**src/rtl/wdog_escalator.sv**
```systemverilog
module wdog_escalator #(
  parameter int          CNT_W      = 32,
  parameter logic [31:0] UNLOCK_KEY = 32'h1ACCE551
) (
  input  logic        clk,
  input  logic        rst_n,
  input  logic        bus_wr,
  input  logic [1:0]  bus_addr,
  input  logic [31:0] bus_wdata,
  output logic [31:0] bus_rdata,
  output logic        irq,
  output logic        rst_req
);
  localparam logic [1:0] A_LOAD = 2'd0;
  localparam logic [1:0] A_CTRL = 2'd1;
  localparam logic [1:0] A_CLR  = 2'd2;
  localparam logic [1:0] A_LOCK = 2'd3;

  logic [CNT_W-1:0] load_q, cnt_q;
  logic [1:0]       ctrl_q;
  logic             locked_q;

  wire wr_load = bus_wr && bus_addr == A_LOAD && !locked_q;
  wire wr_ctrl = bus_wr && bus_addr == A_CTRL && !locked_q;
  wire wr_clr  = bus_wr && bus_addr == A_CLR;
  wire wr_lock = bus_wr && bus_addr == A_LOCK;
  wire running = ctrl_q[0];
  wire expired = cnt_q == '0;

  always_comb begin
    case (bus_addr)
      A_LOAD:  bus_rdata = 32'(load_q);
      A_CTRL:  bus_rdata = {30'd0, ctrl_q};
      A_CLR:   bus_rdata = 32'(cnt_q);
      default: bus_rdata = {31'd0, locked_q};
    endcase
  end

  always_ff @(posedge clk or negedge rst_n) begin
    if (!rst_n) begin
      load_q   <= '1;
      cnt_q    <= '1;
      ctrl_q   <= '0;
      locked_q <= 1'b0;
      irq      <= 1'b0;
      rst_req  <= 1'b0;
    end else begin
      if (wr_ctrl) ctrl_q <= bus_wdata[1:0];
      if (wr_lock) locked_q <= bus_wdata != UNLOCK_KEY;
      if (wr_load) begin
        load_q <= CNT_W'(bus_wdata);
        cnt_q  <= CNT_W'(bus_wdata);
        irq    <= 1'b0;
      end else if (wr_clr) begin
        cnt_q <= load_q;
        irq   <= 1'b0;
      end else if (running) begin
        if (expired) begin
          cnt_q <= load_q;
          if (!irq) irq <= 1'b1;
          else if (ctrl_q[1]) rst_req <= 1'b1;
        end else begin
          cnt_q <= cnt_q - 1'b1;
        end
      end
    end
  end
endmodule


```
**config.mk**
```make
export PLATFORM = sky130hd
export DESIGN_NAME = wdog_escalator
export DESIGN_NICKNAME = d
export VERILOG_FILES = /design/src/rtl/wdog_escalator.sv
export SDC_FILE = /design/constraint.sdc
export NUM_CORES = 1
export LEC_CHECK = 0
export BUFFER_PORTS_ARGS = -buffer_cell sky130_fd_sc_hd__buf_2
export CAP_MARGIN = 20
export CELL_PAD_IN_SITES_DETAIL_PLACEMENT = 0
export CELL_PAD_IN_SITES_GLOBAL_PLACEMENT = 1
export CORE_MARGIN = 4
export CORE_UTILIZATION = 40
export CTS_CLUSTER_SIZE = 20
export DETAILED_ROUTE_END_ITERATION = 7
export GPL_TIMING_DRIVEN = 0
export HOLD_SLACK_MARGIN = 0.08
export PLACE_DENSITY = 0.82
export SYNTH_ARGS = -nofsm -noshare
export SYNTH_HDL_FRONTEND = slang
export SYNTH_SLANG_ARGS = --single-unit
```
**constraint.sdc**
```tcl
create_clock -name clk -period 3.25 [get_ports clk]
set_clock_uncertainty 0.15 [all_clocks]
set_input_delay 0.325 -clock clk [delete_from_list [all_inputs] [get_ports clk]]
set_output_delay 0.325 -clock clk [all_outputs]
set_load 0.01 [all_outputs]
```
==> results.txt <==
Avg Cell Area, Syn: 8.53 µm²
antenna violations before repair: 0
cell area after synthesis: 4610 µm²
most common flop cell mapped by yosys: dfstp_2
fraction of synthesized cell area in xor and xnor cells: 0.00570
area of the placeable core: 11,100 µm²
design internal power: 2.45 mW
number of storage elements in the synthesis netlist: 69
WL met2: 7910 µm
placed cell count: 750
post-DP HPWL: 12,600 µm
final worst-path cycle share: 0.949
combinational family with the most area after synthesis: simple AND/OR/NAND/NOR gates
aggregate global-route resource usage: 0.272
clk buf depth: 2
fraction of final layout cells sized beyond drive strength 1: 0.272
Worst Path Arrival: 3.19 ns
setup-violating endpoint count in the final report: 0
actual transition at the worst max-transition pin: 1.14 ns
Area Overhead vs Synth: 21.1%
number of vias in the routed layout: 4,838
TritonCTS clock tree: yes
number of enable-type register cells in the synthesized netlist: 0
DRC errors left: 0
via count of the first global-routing pass: 4,657
sequential-to-total area share from yosys stat: 0.392
WL final: 17,900 µm
largest fanout of any net on the critical path: 10
startpoint class of the critical path: register
Slew Limit Fails: 0
mux contribution to synthesized area: 0.0789
share of synthesized registers carrying an async set or reset: 1.00
highest clock rate: 324 MHz
CP Class: reg -> reg
global route overflow: 0
Synthesis Warnings: 0
net switching component of the power: 1.52 mW
area fraction in compound gates after synthesis: 0.185
Hold WC Path Type: in -> reg
Iteration-0 DRC Markers: 455
Clock Latency Late Sink: 0.35 ns
per-cell routed wire length: 23.0 µm
Initial DRT Pass Iterations: 5
Max-Slew Margin vs Limit: 0.233
non-filler cells, final: 779
count of cell types in the netlist: 70
Clock transition at path regs: 0.06 ns
Worst IR Drop VDD: 0.342 mV
proportion of power drawn by flip-flops and latches: 0.390
setup repair after global routing missed its margin: no
synthesized instance count: 541
Fill cells: 1,105
power density over the cells: 711 nW/µm²
global-route wire length before repair: 26,900 µm
detailed-route wire length on metal 1: 7860 µm
CTS buffer count: 9
part of the power in the clock network: 0.252
nets: 674
CTS Root Cell: clkbuf_16
clk sinks: 69
power share of the combinational group: 0.359
H-tree levels: 3
number of top-level design ports: 71
aggregate negative setup slack: 0 ns
post-CTS setup buffer count: 0
Die Y: 115 µm
Die Width: 115 µm
number of I/O port buffers: 69
post-route ant nets: 0
vias per inst: 6.21
share of synthesized cell area in and, or, nand and nor gates: 0.289
starting density of the core: 0.416
diode count: 0
Critical Path RT: 3.36 ns
time the final worst path needs with I/O delays and setup: 3.08 ns
result of the run: complete, no violations
Static Leak: 2.36 nW
Final Wtd Congestion: 0.943
Final Hold Violating Endpoints: 0
post-synthesis net count: 580
max-capacitance violation count: 0
highest routed layer: met4
largest net degree at the start of global routing: 70
cell row count: 38
category of the worst setup path capture point: register
switching portion of total power: 0.383
met3 routed WL: 1610 µm
die outline area: 13,300 µm²
adder-cell share of the synthesized area: 0.00542
[repair_timing]
| action | 4_1_cts | 5_1_grt |
|---|---|---|
| endpoints found under the setup margin | 0 | 8 |
| gates resized for setup | 0 | 5 |
| endpoints found under the hold margin | 18 | 0 |
| hold buffers | 14 | 0 |
[cell usage after synthesis (6+ instances only)]
master / instances / area (µm²)
nor4_1: 10 / 62.6
dfstp_2: 64 / 1680
a31oi_1: 6 / 37.5
nor3_1: 13 / 65.1
nand2_1: 118 / 443
nand3_1: 8 / 40.0
nor2_1: 55 / 206
a21oi_1: 15 / 75.1
mux2i_1: 33 / 330
nand4_1: 13 / 81.3
a221o_1: 8 / 80.1
clkbuf_1: 31 / 116
inv_1: 7 / 26.3
o21ai_0: 17 / 85.1
o31ai_1: 10 / 75.1
o211ai_1: 8 / 60.1
o22ai_1: 8 / 50.1
[state kept, by name, indices dropped and copies added (netlist names)]
signal / count
cnt_q: 32
rst_req: 1
locked_q: 1
ctrl_q: 2
irq: 1
load_q: 32
[layout make-up]
cell class / count / area (µm²) / area share
multi-input cells: 423 / 2610 / 0.467
flip-flops and latches: 69 / 1810 / 0.323
repair buffers: 83 / 488 / 0.0874
clock buffers: 15 / 298 / 0.0533
plain buffers: 42 / 181 / 0.0325
well taps: 140 / 175 / 0.0314
inverters: 7 / 26.3 / 0.00470
[cells by family (layout without fill, tap and decap cells)]
| kind of cell | count (synthesis) | count (layout) |
|---|---|---|
| fa+ha+maj | 2 | 2 |
| buf+inv | 49 | 147 |
| compound gates | 116 | 116 |
| xor+xnor | 3 | 3 |
| mux | 35 | 35 |
| simple gates | 267 | 267 |
| flops | 69 | 69 |
[stage by stage]
step           cell area, µm²   util  power, mW  worst slack (ns)  hold slack [ns]
2_1_floorplan            4610      -       2.43             0.892           -0.121
3_3_place_gp             5130  0.463       2.88            0.0873            0.300
3_5_place_dp             5140  0.464       2.92            0.0918            0.309
4_1_cts                  5570  0.503       3.94            0.0518           0.0867
5_1_grt                  5590  0.504       4.16            0.0578           0.0901
6_report                 5590  0.504       3.97             0.166           0.0836
[power groups by stage]
stage,registers (mW),clock network (mW),logic [mW]
2_1_floorplan,1.46,0,0.973
3_3_place_gp,1.53,0,1.35
3_5_place_dp,1.55,0,1.37
4_1_cts,1.54,1.01,1.40
5_1_grt,1.58,1.05,1.54
6_report,1.55,0.999,1.42
[cells in the final DEF (no fill, tap or decap), drive strengths merged, types with 3 or more instances in the layout]
| cell | Yosys | final |
|---|---|---|
| dfrtp | 5 | 5 |
| a22o | 3 | 3 |
| o22ai | 8 | 8 |
| o221a | 4 | 4 |
| or3 | 4 | 4 |
| dfstp | 64 | 64 |
| inv | 7 | 7 |
| nor4 | 12 | 12 |
| clkbuf | 32 | 48 |
| a221o | 8 | 8 |
| nand2b | 3 | 3 |
| a31oi | 6 | 6 |
| o32ai | 3 | 3 |
| nor2b | 3 | 3 |
| nand2 | 118 | 118 |
| a32o | 3 | 3 |
| a211oi | 4 | 4 |
| mux2i | 33 | 33 |
| or4 | 6 | 6 |
| and2 | 3 | 3 |
| xnor2 | 3 | 3 |
| nor3 | 13 | 13 |
| o41ai | 4 | 4 |
| nand4 | 13 | 13 |
| nor2 | 55 | 55 |
| o21ai | 19 | 19 |
| nor3b | 3 | 3 |
| nor4b | 5 | 5 |
| buf | 10 | 78 |
| nand3 | 8 | 8 |
| and4 | 4 | 4 |
| a221oi | 3 | 3 |
| nor4bb | 5 | 5 |
| a22oi | 3 | 3 |
| o31ai | 11 | 11 |
| o211ai | 8 | 8 |
| dlygate4sd3 | 0 | 14 |
| a21oi | 15 | 15 |
[per-layer routing]
metal	vias to the layer above	GRT usage
li1	2189	-
met3	41	0.0658
met1	2336	0.370
met4	0	0.113
met5	-	0
met2	272	0.415
[critical path, stage by stage, from the launching register on]
cell	delay, ns
dfrtp_1	0.35
clkbuf_1	0.26
nor4b_4	0.59
clkbuf_1	0.62
buf_1	0.66
nand2_1	0.20
o211ai_1	0.15
[worst paths after layout]
kind                         startpoint         end  slack, ns  cells after the start
hold / removal             bus_wdata[8]   load_q[8]       0.08                      3
min in group asynchronous         rst_n         irq       0.51                      2
setup reg to reg               locked_q    cnt_q[7]       0.17                      6
hold reg to reg              load_q[11]  load_q[11]       0.31                      2
setup / recovery               locked_q    cnt_q[7]       0.17                      6
max in group asynchronous         rst_n    locked_q       1.86                      2
No activity file was read; power rests on OpenSTA's default activity.
